**config.mk**
```make
export PLATFORM = sky130hd
export DESIGN_NAME = nxpc_unit
export DESIGN_NICKNAME = d
export VERILOG_FILES = /design/src/rtl/nxpc_pkg.sv /design/src/rtl/nxpc_decode.sv /design/src/rtl/nxpc_target.sv /design/src/rtl/nxpc_slot.sv /design/src/rtl/nxpc_unit.sv
export SDC_FILE = /design/constraint.sdc
export NUM_CORES = 1
export LEC_CHECK = 0
export ABC_CLOCK_PERIOD_IN_PS = 5720
export BUFFER_PORTS_ARGS = -buffer_cell sky130_fd_sc_hd__buf_4
export CELL_PAD_IN_SITES_DETAIL_PLACEMENT = 1
export CELL_PAD_IN_SITES_GLOBAL_PLACEMENT = 1
export CORE_ASPECT_RATIO = 1.5
export CORE_MARGIN = 2
export CORE_UTILIZATION = 34
export DETAILED_ROUTE_END_ITERATION = 7
export GPL_ROUTABILITY_DRIVEN = 0
export PLACE_DENSITY = 0.94
export SETUP_SLACK_MARGIN = 0.15
export SYNTH_ARGS = -nofsm -noshare
export SYNTH_HDL_FRONTEND = slang
export SYNTH_SLANG_ARGS = --single-unit
```
**constraint.sdc**
```tcl
create_clock -name clk -period 5.72 [get_ports clk]
set_input_delay 0.572 -clock clk [delete_from_list [all_inputs] [get_ports clk]]
set_output_delay 0.572 -clock clk [all_outputs]
set_load 0.02 [all_outputs]
```
**src/rtl/nxpc_pkg.sv**
```systemverilog
package nxpc_pkg;

   typedef enum logic [2:0] {
      XK_NONE         = 3'd0,
      XK_BR_SET       = 3'd1,
      XK_BR_CLR       = 3'd2,
      XK_JMP          = 3'd3,
      XK_JMP_LINK     = 3'd4,
      XK_JMP_REG      = 3'd5,
      XK_JMP_REG_LINK = 3'd6,
      XK_EXC_RET      = 3'd7
   } xfer_kind_e;

   typedef struct packed {
      logic is_xfer;   // any control transfer
      logic redirect;  // deferred redirect after one slot
      logic use_reg;   // destination from register operand
      logic link;      // write return address
      logic exc_ret;   // immediate return from exception
   } xfer_ctl_t;

endpackage

```
**src/rtl/nxpc_decode.sv**
```systemverilog
module nxpc_decode
   import nxpc_pkg::*;
(
   input  xfer_kind_e kind,
   input  logic       flag,
   output xfer_ctl_t  ctl
);

   always_comb begin
      ctl = '0;
      ctl.is_xfer = (kind != XK_NONE);
      unique case (kind)
         XK_BR_SET:       ctl.redirect = flag;
         XK_BR_CLR:       ctl.redirect = ~flag;
         XK_JMP:          ctl.redirect = 1'b1;
         XK_JMP_LINK: begin
            ctl.redirect = 1'b1;
            ctl.link     = 1'b1;
         end
         XK_JMP_REG: begin
            ctl.redirect = 1'b1;
            ctl.use_reg  = 1'b1;
         end
         XK_JMP_REG_LINK: begin
            ctl.redirect = 1'b1;
            ctl.use_reg  = 1'b1;
            ctl.link     = 1'b1;
         end
         XK_EXC_RET:      ctl.exc_ret = 1'b1;
         default:         ctl.redirect = 1'b0;
      endcase
   end

endmodule

```
**src/rtl/nxpc_target.sv**
```systemverilog
module nxpc_target #(
   parameter int XLEN       = 32,
   parameter int OFF_W      = 26,
   parameter int INSN_BYTES = 4,
   parameter bit ALIGN_REG  = 1'b0
) (
   input  logic [XLEN-1:0]  pc,
   input  logic [OFF_W-1:0] offset,
   input  logic [XLEN-1:0]  reg_target,
   input  logic             use_reg,
   output logic [XLEN-1:0]  target
);

   localparam int SHIFT = $clog2(INSN_BYTES);
   localparam int EXT_W = XLEN - OFF_W;

   logic [XLEN-1:0] disp;
   logic [XLEN-1:0] direct_tgt;
   logic [XLEN-1:0] reg_tgt;

   assign disp       = {{EXT_W{offset[OFF_W-1]}}, offset} << SHIFT;
   assign direct_tgt = pc + disp;

   generate
      if (ALIGN_REG && SHIFT > 0) begin : g_reg_aligned
         assign reg_tgt = {reg_target[XLEN-1:SHIFT], {SHIFT{1'b0}}};
      end else begin : g_reg_raw
         assign reg_tgt = reg_target;
      end
   endgenerate

   assign target = use_reg ? reg_tgt : direct_tgt;

endmodule

```
**src/rtl/nxpc_slot.sv**
```systemverilog
module nxpc_slot #(
   parameter int XLEN = 32
) (
   input  logic            clk,
   input  logic            rst_n,
   input  logic            arm,
   input  logic            consume,
   input  logic [XLEN-1:0] arm_target,
   output logic            pending,
   output logic [XLEN-1:0] target
);

   always_ff @(posedge clk or negedge rst_n) begin
      if (!rst_n) begin
         pending <= 1'b0;
         target  <= '0;
      end else if (arm) begin
         pending <= 1'b1;
         target  <= arm_target;
      end else if (consume) begin
         pending <= 1'b0;
      end
   end

endmodule

```
**src/rtl/nxpc_unit.sv**
```systemverilog
module nxpc_unit
   import nxpc_pkg::*;
#(
   parameter int XLEN       = 32,
   parameter int OFF_W      = 26,
   parameter int SR_W       = 32,
   parameter int RIDX_W     = 5,
   parameter int LINK_REG   = 9,
   parameter int INSN_BYTES = 4,
   parameter bit ALIGN_REG  = 1'b0
) (
   input  logic              clk,
   input  logic              rst_n,
   input  logic              issue,
   input  logic [2:0]        xfer_kind,
   input  logic [XLEN-1:0]   pc,
   input  logic [OFF_W-1:0]  offset,
   input  logic [XLEN-1:0]   reg_target,
   input  logic              flag,
   input  logic [XLEN-1:0]   epc,
   input  logic [SR_W-1:0]   esr,
   output logic [XLEN-1:0]   next_pc,
   output logic              link_we,
   output logic [RIDX_W-1:0] link_idx,
   output logic [XLEN-1:0]   link_val,
   output logic              sr_load,
   output logic [SR_W-1:0]   sr_val,
   output logic              slot_pending,
   output logic              slot_fault
);

   localparam logic [XLEN-1:0] SEQ_STEP  = XLEN'(INSN_BYTES);
   localparam logic [XLEN-1:0] LINK_STEP = XLEN'(2 * INSN_BYTES);

   generate
      if (OFF_W >= XLEN) begin : g_bad_off
         $error("nxpc_unit: OFF_W must be narrower than XLEN");
      end
      if (LINK_REG >= (1 << RIDX_W)) begin : g_bad_link
         $error("nxpc_unit: LINK_REG does not fit in RIDX_W");
      end
      if (INSN_BYTES < 1 || (INSN_BYTES & (INSN_BYTES - 1)) != 0) begin : g_bad_insn
         $error("nxpc_unit: INSN_BYTES must be a power of two");
      end
   endgenerate

   xfer_ctl_t       ctl;
   logic [XLEN-1:0] xfer_tgt;
   logic [XLEN-1:0] held_tgt;
   logic            in_slot;
   logic            act;

   nxpc_decode u_decode (
      .kind (xfer_kind_e'(xfer_kind)),
      .flag (flag),
      .ctl  (ctl)
   );

   nxpc_target #(
      .XLEN       (XLEN),
      .OFF_W      (OFF_W),
      .INSN_BYTES (INSN_BYTES),
      .ALIGN_REG  (ALIGN_REG)
   ) u_target (
      .pc         (pc),
      .offset     (offset),
      .reg_target (reg_target),
      .use_reg    (ctl.use_reg),
      .target     (xfer_tgt)
   );

   assign in_slot = issue & slot_pending;
   assign act     = issue & ~slot_pending;

   nxpc_slot #(
      .XLEN (XLEN)
   ) u_slot (
      .clk        (clk),
      .rst_n      (rst_n),
      .arm        (act & ctl.redirect),
      .consume    (in_slot),
      .arm_target (xfer_tgt),
      .pending    (slot_pending),
      .target     (held_tgt)
   );

   always_comb begin
      if (!issue)
         next_pc = pc;
      else if (in_slot)
         next_pc = held_tgt;
      else if (ctl.exc_ret)
         next_pc = epc;
      else
         next_pc = pc + SEQ_STEP;
   end

   assign slot_fault = in_slot & ctl.is_xfer;
   assign link_we    = act & ctl.link;
   assign link_idx   = RIDX_W'(LINK_REG);
   assign link_val   = link_we ? (pc + LINK_STEP) : '0;
   assign sr_load    = act & ctl.exc_ret;
   assign sr_val     = sr_load ? esr : '0;

endmodule

```
==> impl_metrics.py <==
metrics = {
    "placed_design": {
        "io_buffers": 260,
        "hpwl_um": 22420,
    },
    "sta": {
        "period_minus_slack_ps": 3463,
        "setup_viol": 0,
        "skew_ps": 2.880,
        "worstMarginPinSlew_ps": 1090,
        "rsz0062_at_grt": "false",
        "report.final.slew_viol_count": 0,
        "fin_crit_sh": 0.6054,
        "fmax_ghz": 0.2888,
        "fin_setup_tns_ps": 0,
        "whs_ps": 234.5,
        "maxSlewHeadroom": 0.2731,
        "hold_viol": 0,
    },
    "worst_setup_path": {
        "rr_endpoint": "u_slot.target[29]",
        "slowest_delay_ps": 800,
        "critical_path_class": "reg2out",
        "path_buf_inv": 2,
        "path_common_cell": "buf_4",
        "crit_fanout": 70,
        "path_cells": "nand2b_1 > nor2_1 > buf_4 > nand2_1 > o221ai_1 > buf_4",
        "ff2ff_path_depth": 6,
        "rr_startpoint": "u_slot.pending",
        "critical_path.startpoint": "u_slot.pending",
        "critPathArrivalTime_ps": 2890,
        "critPathTopFamily": "simple AND/OR/NAND/NOR gates",
        "cp-endpoint": "next_pc[9]",
        "critical-path-slowest-cell": "dfrtp_2",
        "crit_path_end_kind": "output pin",
        "r2r_slack_ps": 2620,
        "cp-start-kind": "register",
        "crit_cells": 6,
        "cp.required_ps": 5150,
    },
    "floorplanning": {
        "initial_core_util": 0.3490,
        "fp.dieArea_um2": 17160,
        "io_pins": 266,
        "core_region_area_um2": 15700,
        "rows": 56,
        "die_x_um": 107.6,
        "die_h_um": 159.5,
    },
    "route": {
        "dr.pass1.iters": 5,
        "drc": 0,
        "wire_per_inst_um": 21.79,
        "drtIter0Drc": 493,
        "vias": 7497,
        "final_antenna_net_count": 0,
        "via_per_inst": 5.922,
        "routed_wl_um": 27590,
    },
    "logic_synthesis": {
        "synth.most_common_cell": "nand2_1",
        "synth_edf_count": 0,
        "synth_area_leaders": "dfrtp_1 (15%), nand2_1 (8.5%), a21oi_1 (8.4%)",
        "synthTopCellsByCount": "nand2_1 (124), nor2_1 (103), a21oi_1 (92)",
        "synth_async_sr_flop_share": 1.000,
        "ys_seq_elements": 33,
        "synth_cell_types": 73,
        "synth_top_area_share": 0.1508,
        "synthFlopType": "dfrtp_1",
        "ys_seq_area_frac": 0.1508,
        "yosysWarnings": 0,
        "syn_inst": 845,
        "netlist_area_um2": 5478,
        "syn_area_per_cell_um2": 6.483,
        "yosysTopAreaCell": "dfrtp_1",
    },
    "status": {
        "status": "complete, no violations",
    },
    "final_layout": {
        "fillers": 2128,
        "final_nets": 1256,
        "multi_input_comb_area_um2": 4359,
        "seqCellArea_um2": 827.0,
        "drive_gt1_frac": 0.2766,
        "n_antenna_cell": 0,
        "syn_to_final_growth_pct": 39.20,
    },
    "pwr": {
        "p_per_area_nw_per_um2": 186.0,
        "leakagePower_nw": 3.404,
        "ir_drop_uv": 144.2,
        "finalPower_mw": 1.418,
    },
    "clocking": {
        "cts_hold_buffers": 0,
        "cts_tree": "built",
        "htreeDepth": 2,
        "root_buffer": "clkbuf_16",
        "cts_num_sinks": 33,
        "cts_resized": 0,
        "cts_setup_buffers": 0,
        "cts_made_buffers": 5,
        "cts_buffer_depth": 2,
        "clkLatencyLatePin_ps": 280,
        "path_clk_slew_ps": 50,
    },
    "global_routing": {
        "grt_pass1_vias": 7536,
        "grt_overflow": 0,
        "grt_max_degree": 71,
        "grt_pass1_wl_um": 41320,
        "antenna_found_initial": 0,
        "grtUsageTotal": 0.3083,
    },
    "run": {
        "maxCapViolations": 0,
    },
    "worst_hold_path": {
        "hp-class": "in2async",
    },
}
[flip-flops by register name, summed over array words and instances, names as in the netlist]
| name | cells |
|---|---|
| u_slot.pending | 1 |
| u_slot.target | 32 |
[logic make-up after synthesis]
group,Yosys count,synth area share
AO/OA/AOI/OAI,275,0.3068
other,2,0.001371
adder cells (fa/ha/maj),32,0.07446
flip-flops,33,0.1508
XOR/XNOR,43,0.06875
multiplexers,3,0.005710
buffers and inverters,69,0.05619
AND/OR/NAND/NOR,388,0.3360
[power by group]
group / switching, mW / total (mW) / leakage (nW) / internal, mW
combinational: 0.451 / 0.763 / 2.94 / 0.312
sequential: 0.0739 / 0.383 / 0.393 / 0.309
clock: 0.101 / 0.272 / 0.0700 / 0.171
total: 0.626 / 1.42 / 3.40 / 0.792
[worst min-delay path by stage]
| stage | startpoint | to | slack, ps |
|---|---|---|---|
| after global routing | rst_n | u_slot.target[3] | 270 |
| after global placement | u_slot.target[13] | u_slot.target[13] | 460 |
| after CTS | rst_n | u_slot.target[4] | 250 |
| after floorplan | rst_n | u_slot.pending | 280 |
| final | rst_n | u_slot.target[4] | 230 |
| after detailed placement | u_slot.target[27] | u_slot.target[27] | 470 |
[cell type report]
class,count,area share
clock buffer,7,0.01871
timing repair buffer,267,0.2629
sequential,33,0.1085
inverter,10,0.004923
tap,203,0.03331
multi-input combinational,746,0.5717
[routing by layer]
layer  vias up  global-route usage  share of wire
met5         -                   0              0
met4         0              0.1393          0.043
met3        86             0.06181          0.081
met2       390              0.5217           0.49
met1      3558              0.3707           0.38
li1       3463                   -              -
[cell usage in the layout (no fill, tap or decap), types with 6 or more instances in the layout]
cell type,Yosys,routed
o211ai_1,16,16
and3_1,11,11
nand2_1,124,124
o21ai_1,10,9
ha_1,31,31
xnor2_1,22,22
o221ai_1,6,6
dfrtp_1,33,32
a21oi_1,92,92
xor2_1,21,21
nor3_1,7,7
nand3_1,42,42
a21o_1,7,7
inv_1,8,8
buf_4,9,267
nor2_1,103,103
nand4_1,13,13
o21ai_0,86,86
or3_1,15,15
and2_1,38,38
nand2b_1,6,6
[through the flow]
step | util | cells | area, um^2 | worst slack [ps]
after floorplan | - | 848 | 5489 | 2791
after global placement | 0.4767 | 1259 | 7482 | 2397
after detailed placement | 0.4767 | 1259 | 7482 | 2395
after CTS | 0.4858 | 1266 | 7625 | 2319
after global routing | 0.4858 | 1266 | 7625 | 2072
final | 0.4858 | 1266 | 7625 | 2257
Power figures use the tool's default switching activity.
